<file path="src/rtl/boot_vec_pkg.sv">
package boot_vec_pkg;

  // sequencer phase
  typedef enum logic [1:0] {
    ST_HOLD = 2'd0,
    ST_PC   = 2'd1,
    ST_SP   = 2'd2,
    ST_RUN  = 2'd3
  } seqState_t;

  // control -> datapath strobes
  typedef struct packed {
    logic loadInit;  // a reset is sampled active this cycle
    logic markPor;   // that reset includes the cold reset
    logic selSp;     // address the stack-pointer slot
    logic capPc;     // capture read data as program counter
    logic capSp;     // capture read data as stack pointer
  } seqStrobe_t;

endpackage

</file>
<file path="src/rtl/boot_vec_ctrl.sv">
module boot_vec_ctrl
  import boot_vec_pkg::*;
(
  input  logic       clk,
  input  logic       porRst,
  input  logic       manRst,
  input  logic       memAck,
  output seqStrobe_t strobe,
  output logic       memReq,
  output logic       runEn
);

  seqState_t state, stateNxt;
  logic      rstAny;

  assign rstAny = porRst | manRst;

  always_comb begin
    stateNxt = state;
    unique case (state)
      ST_HOLD: stateNxt = ST_PC;
      ST_PC:   if (memAck) stateNxt = ST_SP;
      ST_SP:   if (memAck) stateNxt = ST_RUN;
      ST_RUN:  stateNxt = ST_RUN;
      default: stateNxt = ST_HOLD;
    endcase
  end

  always_ff @(posedge clk) begin
    if (rstAny) state <= ST_HOLD;
    else        state <= stateNxt;
  end

  always_comb begin
    strobe          = '0;
    strobe.loadInit = rstAny;
    strobe.markPor  = porRst;
    strobe.selSp    = (state == ST_SP);
    strobe.capPc    = (state == ST_PC) && memAck && !rstAny;
    strobe.capSp    = (state == ST_SP) && memAck && !rstAny;
  end

  assign memReq = (state == ST_PC) || (state == ST_SP);
  assign runEn  = (state == ST_RUN);

endmodule

</file>
<file path="src/rtl/boot_vec_dpath.sv">
module boot_vec_dpath
  import boot_vec_pkg::*;
#(
  parameter int                ADDR_W        = 32,
  parameter int                DATA_W        = 32,
  parameter int                MASK_W        = 4,
  parameter logic [ADDR_W-1:0] POR_VEC_BASE  = 32'h0000_0000,
  parameter logic [ADDR_W-1:0] MAN_VEC_BASE  = 32'h0000_0008,
  parameter logic [ADDR_W-1:0] SP_VEC_OFFSET = 32'h0000_0004,
  parameter logic [DATA_W-1:0] FPSCR_INIT    = 32'h0004_0001
) (
  input  logic              clk,
  input  seqStrobe_t        strobe,
  input  logic [DATA_W-1:0] memRdata,
  output logic [ADDR_W-1:0] memAddr,
  output logic [DATA_W-1:0] pcOut,
  output logic [DATA_W-1:0] spOut,
  output logic [DATA_W-1:0] vbrOut,
  output logic [MASK_W-1:0] intMask,
  output logic              boBit,
  output logic              csBit,
  output logic              bankBit,
  output logic [DATA_W-1:0] fpscrOut
);

  localparam logic [MASK_W-1:0] MASK_ALL = {MASK_W{1'b1}};

  logic              porKind;
  logic [ADDR_W-1:0] vecBase;

  // reset kind is latched while reset is active
  always_ff @(posedge clk) begin
    if (strobe.loadInit) porKind <= strobe.markPor;
  end

  assign vecBase = porKind ? POR_VEC_BASE : MAN_VEC_BASE;
  assign memAddr = vecBase + (strobe.selSp ? SP_VEC_OFFSET : '0);

  always_ff @(posedge clk) begin
    if (strobe.loadInit) begin
      vbrOut  <= '0;
      intMask <= MASK_ALL;
      boBit   <= 1'b0;
      csBit   <= 1'b0;
      bankBit <= 1'b0;
    end
  end

  always_ff @(posedge clk) begin
    if (strobe.loadInit && strobe.markPor) fpscrOut <= FPSCR_INIT;
  end

  always_ff @(posedge clk) begin
    if (strobe.capPc) pcOut <= memRdata;
    if (strobe.capSp) spOut <= memRdata;
  end

endmodule

</file>
<file path="src/rtl/boot_vec_seq.sv">
module boot_vec_seq
  import boot_vec_pkg::*;
#(
  parameter int                ADDR_W        = 32,
  parameter int                DATA_W        = 32,
  parameter int                MASK_W        = 4,
  parameter logic [ADDR_W-1:0] POR_VEC_BASE  = 32'h0000_0000,
  parameter logic [ADDR_W-1:0] MAN_VEC_BASE  = 32'h0000_0008,
  parameter logic [ADDR_W-1:0] SP_VEC_OFFSET = 32'h0000_0004,
  parameter logic [DATA_W-1:0] FPSCR_INIT    = 32'h0004_0001
) (
  input  logic              clk,
  input  logic              porRst,
  input  logic              manRst,
  output logic              memReq,
  output logic [ADDR_W-1:0] memAddr,
  input  logic              memAck,
  input  logic [DATA_W-1:0] memRdata,
  output logic [DATA_W-1:0] pcOut,
  output logic [DATA_W-1:0] spOut,
  output logic [DATA_W-1:0] vbrOut,
  output logic [MASK_W-1:0] intMask,
  output logic              boBit,
  output logic              csBit,
  output logic              bankBit,
  output logic [DATA_W-1:0] fpscrOut,
  output logic              runEn
);

  seqStrobe_t strobe;

  boot_vec_ctrl u_ctrl (
    .clk    (clk),
    .porRst (porRst),
    .manRst (manRst),
    .memAck (memAck),
    .strobe (strobe),
    .memReq (memReq),
    .runEn  (runEn)
  );

  boot_vec_dpath #(
    .ADDR_W        (ADDR_W),
    .DATA_W        (DATA_W),
    .MASK_W        (MASK_W),
    .POR_VEC_BASE  (POR_VEC_BASE),
    .MAN_VEC_BASE  (MAN_VEC_BASE),
    .SP_VEC_OFFSET (SP_VEC_OFFSET),
    .FPSCR_INIT    (FPSCR_INIT)
  ) u_dpath (
    .clk      (clk),
    .strobe   (strobe),
    .memRdata (memRdata),
    .memAddr  (memAddr),
    .pcOut    (pcOut),
    .spOut    (spOut),
    .vbrOut   (vbrOut),
    .intMask  (intMask),
    .boBit    (boBit),
    .csBit    (csBit),
    .bankBit  (bankBit),
    .fpscrOut (fpscrOut)
  );

endmodule

</file>
<file path="config.mk">
export PLATFORM = sky130hd
export DESIGN_NAME = boot_vec_seq
export DESIGN_NICKNAME = d
export VERILOG_FILES = /design/src/rtl/boot_vec_pkg.sv /design/src/rtl/boot_vec_ctrl.sv /design/src/rtl/boot_vec_dpath.sv /design/src/rtl/boot_vec_seq.sv
export SDC_FILE = /design/constraint.sdc
export NUM_CORES = 1
export LEC_CHECK = 0
export BUFFER_PORTS_ARGS = -buffer_cell sky130_fd_sc_hd__buf_2
export CAP_MARGIN = 20
export CORE_UTILIZATION = 44
export DETAILED_ROUTE_END_ITERATION = 7
export MAX_ROUTING_LAYER = met4
export PLACE_DENSITY = 0.83
export SETUP_SLACK_MARGIN = 0.4
export SYNTH_ARGS = -nofsm -noshare
export SYNTH_HDL_FRONTEND = slang
export SYNTH_HIERARCHICAL = 1
export SYNTH_SLANG_ARGS = --single-unit
</file>
<file path="constraint.sdc">
create_clock -name clk -period 4.8 [get_ports clk]
set_clock_uncertainty 0.2 [all_clocks]
set_input_delay 0.96 -clock clk [delete_from_list [all_inputs] [get_ports clk]]
set_output_delay 0.96 -clock clk [all_outputs]
set_load 0.1 [all_outputs]
</file>
==> summary.md, run 1 <==
| Metric | Value |
|---|---|
| Status | complete, no violations |
| Initial DRC count | 35 |
| Syn Inst Count | 190 |
| LEAKAGE | 1.572 nW |
| # IOs | 205 |
| Die H | 83.38 um |
| GRT overflow | 0 |
| First-pass iteration count of the detailed router | 5 |
| CP Max Fanout | 4 |
| Ys async rst share | 0 |
| Count of cell types in the netlist | 14 |
| Tot GR Track Use | 0.1391 |
| Pin count of the biggest net entering global routing | 23 |
| Peak VDD IR | 346.2 uV |
| Antenna Nets Post-Route | 0 |
| Crit end category | output port |
| Clock sinks | 67 |
| Vias in the first global route | 1333 |
| # DRC | 0 |
| WP buf/inv | 2 |
| Final wirelength | 4712 um |
| Initial core utilization | 0.4563 |
| H-tree levels | 3 |
| GPL Wtd Cong | 0.7649 |
| Max Clk Rate | 377.4 MHz |
| Worst-path clk slew | 0.07 ns |
| CTS resizes | 0 |
| Clock root cell | clkbuf_8 |
| Delay-heaviest family, CP | buffers and inverters |
| Synth-to-layout area growth | 17.52% |
| Max stage delay cell, worst path | buf_2 |
| Fin area | 3425 um2 |
| Sequential element share of the synthesized area | 0.6836 |
| Fin nets | 342 |
| Most common cell in the synthesized netlist | buf_4 |
| Share of cells above drive strength 1 | 0.3974 |
| CTS Buf Count | 9 |
| Critical path startpoint category | flop |
| Area share of the largest cell type after synthesis | 0.6698 |
| Die Width | 83.38 um |
| Clk_lat worst skew | 0.33 ns |
| FILL cells | 515 |
| Routed wl met3 | 602 um |
| Hold violation total from the final report | 0 |
| Maxcap violations | 0 |
| Synth top cells by count | 104 x buf_4, 65 x edfxtp_1, 4 x ha_1, 4 x inv_1 |
| Reg2reg setup slack | 2.47 ns |
| Post-CTS setup buffer count | 0 |
| Slew at the pin closest to its max-slew limit | 0.9997 ns |
| DR top layer | met4 |
| Setup-failing EPs final | 0 |
| Cell Area, Placed | 3159 um2 |
| Antenna violations before repair | 0 |
| Total Neg Setup Slack | 0 ns |
| Pins Over Slew Limit | 0 |
| Row cnt | 29 |
| Core area | 6386 um2 |
| First-pass GRT wire length | 6803 um |
| CTS tree | done |
| Setup Crit Path Kind | reg2out |
| DR vias | 1507 |
| Period minus WS final | 2.650 ns |
| Power per cell area | 488.9 nW/um2 |
| CTS max path bufs | 2 |
| Register area | 1992 um2 |
| Top cells by area, synth | edfxtp_1 67%, buf_4 27%, ha_1 1.7%, dfxtp_1 1.4%, nor2_8 0.69% |
| CP cell instances | inv_1, ha_1, buf_2 |
| Synth Flop Type | edfxtp_1 |
| DR vias/cell | 3.924 |
| CP max stage delay | 0.42 ns |
| Hold_buf cts | 0 |
| DRT met1 WL | 1471 um |
| Post-synth EDFFs | 65 |
| RSZ-0062 raised after global routing | no |
| Crit path DAT | 1.49 ns |
| Tightest Hold Check Type | reg2reg |
| Mapped cell area | 2914 um2 |
| Syn avg cell area | 15.34 um2 |
| Routed len/inst | 12.27 um |
| Yosys top cell by area | edfxtp_1 |
| Ant. Diodes | 0 |
| DIE AREA | 6952 um2 |
| Relative slew slack | 0.3335 |
| Fin crit share | 0.5521 |
| Multi-input gate area | 498.0 um2 |
| I/O Buffers | 103 |
| Yosys reg bits | 67 |
| Met2 wire length | 2482 um |
| CP Data Required Time | 3.64 ns |
| Synth warn | 6 |
| Dpl hpwl | 3688 um |
-- registers in the layout (all words and copies together) (netlist names) --
name	flops
u_ctrl/state	2
u_dpath/pcOut	32
u_dpath/porKind	1
u_dpath/spOut	32
-- power by group --
part           switching, mW  total, mW  leakage [nW]  internal, mW
sequential           0.00220      0.650         0.603         0.648
combinational          0.405      0.423         0.838        0.0182
clock                  0.202      0.601         0.131         0.399
-- worst reg2reg max path: cells and delay by family, from the launching register on --
family | cells | cell delay, ns
and+or+nand+nor | 1 | 0.84
buffers and inverters | 2 | 0.45
DFF | 1 | 0.33
adders and majority gates | 1 | 0.21
-- layer usage --
metal | vias to the layer above | track usage
met3 | 15 | 0.06660
met4 | 0 | 0.08150
met2 | 138 | 0.2340
li1 | 667 | -
met5 | - | -
met1 | 687 | 0.1275
-- final timing paths --
path | cells past startpoint | from | endpoint
worst min-delay path | 2 | u_ctrl/state[1]$_SDFFE_PN0P_ | u_ctrl/state[1]$_SDFFE_PN0P_
worst min register to register | 2 | u_ctrl/state[1]$_SDFFE_PN0P_ | u_ctrl/state[1]$_SDFFE_PN0P_
worst max-delay path | 3 | u_ctrl/state[1]$_SDFFE_PN0P_ | memReq
worst max register to register | 4 | u_ctrl/state[0]$_SDFFE_PN0P_ | u_dpath/spOut[10]$_DFFE_PP_
-- cell type report --
type,count,area share
repair buffers,106,0.1630
flip-flops and latches,67,0.5817
clock inverters,6,0.04019
clock buffers,10,0.03727
well taps,77,0.02813
inverters,4,0.004384
multi-input cells,114,0.1454
-- metrics by stage --
stage	worst slack, ns	util	cells	hold WS [ns]	power [mW]
floorplan	2.300	-	289	0.3234	1.123
finish	2.150	0.5362	384	0.3893	1.674
global placement	1.795	0.4904	367	0.3522	1.081
detailed placement	1.849	0.4947	368	0.3688	1.084
global route	2.075	0.5362	384	0.3921	1.719
CTS	2.126	0.5362	384	0.3793	1.688
-- kinds of logic (layout without fill, tap and decap cells) --
kind of cell | after synthesis | in the layout | share of synthesized area
compound gates | 4 | 4 | 0.008157
fa+ha+maj | 4 | 4 | 0.01718
buf+inv | 108 | 126 | 0.2731
flops | 67 | 67 | 0.6836
other cells | 2 | 101 | 0.002577
simple gates | 5 | 5 | 0.01546
-- cell usage in the layout (no fill, tap or decap), types with 2 or more instances in the layout --
cell,netlist,routed
and3_1,2,2
edfxtp_1,65,65
bufinv_16,0,4
dfxtp_1,2,2
buf_2,0,103
buf_4,104,2
conb_1,2,101
clkbuf_8,0,9
clkinv_4,0,2
ha_1,4,4
inv_1,4,4
(Power assumes the default switching activity.)
==> run 2: changes to the inputs <==
Settings changed: CORE_UTILIZATION 44 to 37, PLACE_DENSITY 0.83 to 0.74.
Clock period 4.8 ns to 2.3 ns, I/O delays scaled along.
==> run 2 against run 1 <==
Compared with the run above:
- die area rose by 18%
- hold slack got worse by 0.27 ns
- final area rose by 1.5%
- via count fell by 3.8%
- cell count rose by 5.7%
- worst setup slack got worse by 1.7 ns
- critical path depth did not move
- clock power rose by 68%
- first-iteration DRC count fell by 31%
==> summary.md, run 2 (same netlist as run 1, synthesis figures left out) <==
| Metric | Value |
|---|---|
| Status | complete, no violations (unchanged) |
| Hold_sp | memRdata[11] (was u_ctrl/state[1]$_SDFFE_PN0P_) |
| RSZ-0062 raised after global routing | no (unchanged) |
| Crit end category | output port (unchanged) |
| Total Neg Setup Slack | 0 ns (unchanged) |
| Worst hold-check slack | 0.1185 ns (was 0.3893 ns) |
| GRT overflow | 0 (unchanged) |
| Final wirelength | 4275 um (was 4712 um) |
| Initial core utilization | 0.3913 (was 0.4563) |
| Routed len/inst | 10.53 um (was 12.27 um) |
| Row cnt | 31 (was 29) |
| CP max stage delay | 0.37 ns (was 0.42 ns) |
| WP buf/inv | 2 (unchanged) |
| Tot GR Track Use | 0.1011 (was 0.1391) |
| Delay-heaviest family, CP | flip-flops (was buffers and inverters) |
| CP cell instances | inv_4, ha_4, buf_12 (was inv_1, ha_1, buf_2) |
| Setup-failing EPs final | 0 (unchanged) |
| # DRC | 0 (unchanged) |
| Pins Over Slew Limit | 0 (unchanged) |
| Peak VDD IR | 499.7 uV (was 346.2 uV) |
| Crit path DAT | 1.19 ns (was 1.49 ns) |
| Biggest regs | u_dpath/pcOut x32, u_dpath/spOut x32, u_ctrl/state x2 (unchanged) |
| CP Data Required Time | 1.64 ns (was 3.64 ns) |
| Reg2Reg Launch Point | u_ctrl/state[1]$_SDFFE_PN0P_ (was u_ctrl/state[0]$_SDFFE_PN0P_) |
| GPL Wtd Cong | 0.7734 (was 0.7649) |
| CTS max path bufs | 2 (unchanged) |
| Ant. Diodes | 0 (unchanged) |
| Die H | 90.75 um (was 83.38 um) |
| Max Clk Rate | 541.4 MHz |
| Dpl hpwl | 3169 um (was 3688 um) |
| I/O Buffers | 103 (unchanged) |
| Clk_lat worst skew | 0.32 ns (was 0.33 ns) |
| Pin count of the biggest net entering global routing | 33 (was 23) |
| Clock sinks | 67 (unchanged) |
| CP Max Fanout | 3 (was 4) |
| Power per cell area | 940.1 nW/um2 (was 488.9 nW/um2) |
| Share of cells above drive strength 1 | 0.4235 (was 0.3974) |
| Synth-to-layout area growth | 19.32% (was 17.52%) |
| # IOs | 205 (unchanged) |
| DR vias | 1450 (was 1507) |
| Most common cell after layout, fill and taps aside | conb_1 (was buf_2) |
| First-pass iteration count of the detailed router | 4 (was 5) |
| Fin crit share | 0.8030 |
| CTS Buf Count | 9 (unchanged) |
| Clock root cell | clkbuf_8 (unchanged) |
| Tightest Hold Check Type | in2reg (was reg2reg) |
| Setup Crit Path Kind | reg2out (unchanged) |
| H-tree levels | 3 (unchanged) |
| Critical path startpoint category | flop (unchanged) |
| First-pass GRT wire length | 5733 um (was 6803 um) |
| Period minus WS final | 1.847 ns |
| Die Width | 90.75 um (was 83.38 um) |
| LEAKAGE | 1.561 nW (was 1.572 nW) |
| Vias in the first global route | 1138 (was 1333) |
| Most frequent cells in the layout | 101 x conb_1, 100 x buf_2, 65 x edfxtp_1 (was 103 x buf_2, 101 x conb_1, 65 x edfxtp_1) |
| Core area | 7447 um2 (was 6386 um2) |
| DIE AREA | 8235 um2 (was 6952 um2) |
| CTS tree | done (unchanged) |
| Antenna violations before repair | 0 (unchanged) |
| Max stage delay cell, worst path | dfxtp_4 (was buf_2) |
| Maxcap violations | 0 (unchanged) |
| Worst-path clk slew | 0.07 ns (about the same) |
| Antenna Nets Post-Route | 0 (unchanged) |
| Hold violation total from the final report | 0 (unchanged) |
| Fin nets | 342 (unchanged) |
| CP startpoint | u_ctrl/state[0]$_SDFFE_PN0P_ (was u_ctrl/state[1]$_SDFFE_PN0P_) |
| Initial DRC count | 24 (was 35) |
| DR vias/cell | 3.571 (was 3.924) |
[run 2: final cells by class]
cell class | instances | area [um2]
clock inverters | 7 | 91.34
clock buffers | 9 | 123.9
multi-input cells | 114 | 525.5
fillers | 642 | 3970
well taps | 99 | 123.9
inverters | 4 | 17.52
flip-flops and latches | 67 | 1999
repair buffers | 106 | 595.6
[run 2: metrics by stage]
stage | instances | util | area [um2] | power (mW) | setup WS, ns
global placement | 389 | 0.4283 | 3189 | 2.258 | 0.5095
detailed placement | 389 | 0.4283 | 3189 | 2.261 | 0.4662
finish | 406 | 0.4669 | 3477 | 3.269 | 0.4530
floorplan | 289 | - | 3291 | 2.345 | 0.5033
global route | 406 | 0.4669 | 3477 | 3.352 | 0.4008
CTS | 405 | 0.4607 | 3431 | 3.288 | 0.3581
[run 2: routing by layer]
metal  global-route usage  routed length [um]  up-vias
li1                     -                   -      665
met1              0.09978                1519      635
met2               0.1648                2110      140
met3              0.04040                 530       10
met4              0.06586                 114        0
met5                    -                   0        -
[run 2: where the power goes]
| part | internal (mW) | switching [mW] | total [mW] |
|---|---|---|---|
| combinational | 0.0520 | 0.849 | 0.901 |
| clock | 0.608 | 0.404 | 1.01 |
| sequential | 1.35 | 0.00487 | 1.36 |
[run 2: worst register-to-register path, delay by kind of cell, from the launching register on]
| kind | cells | cell delay [ns] |
|---|---|---|
| adder cells (fa/ha/maj) | 1 | 0.19 |
| buffers and inverters | 2 | 0.27 |
| flip-flops | 1 | 0.36 |
| AND/OR/NAND/NOR | 1 | 0.21 |
[run 2: timing repair]
item	CTS	global route
cloned	0	0
buffers inserted	0	1
hold buffers	0	0
setup endpoints to repair	3	2
gates resized for setup	9	10
[run 2: worst paths after layout]
kind	end	slack, ns	cells after the start
hold reg to reg	u_ctrl/state[1]$_SDFFE_PN0P_	0.38	2
setup / recovery	memReq	0.45	3
hold / removal	u_dpath/spOut[11]$_DFFE_PP_	0.12	1
setup reg to reg	u_dpath/pcOut[6]$_DFFE_PP_	0.75	4
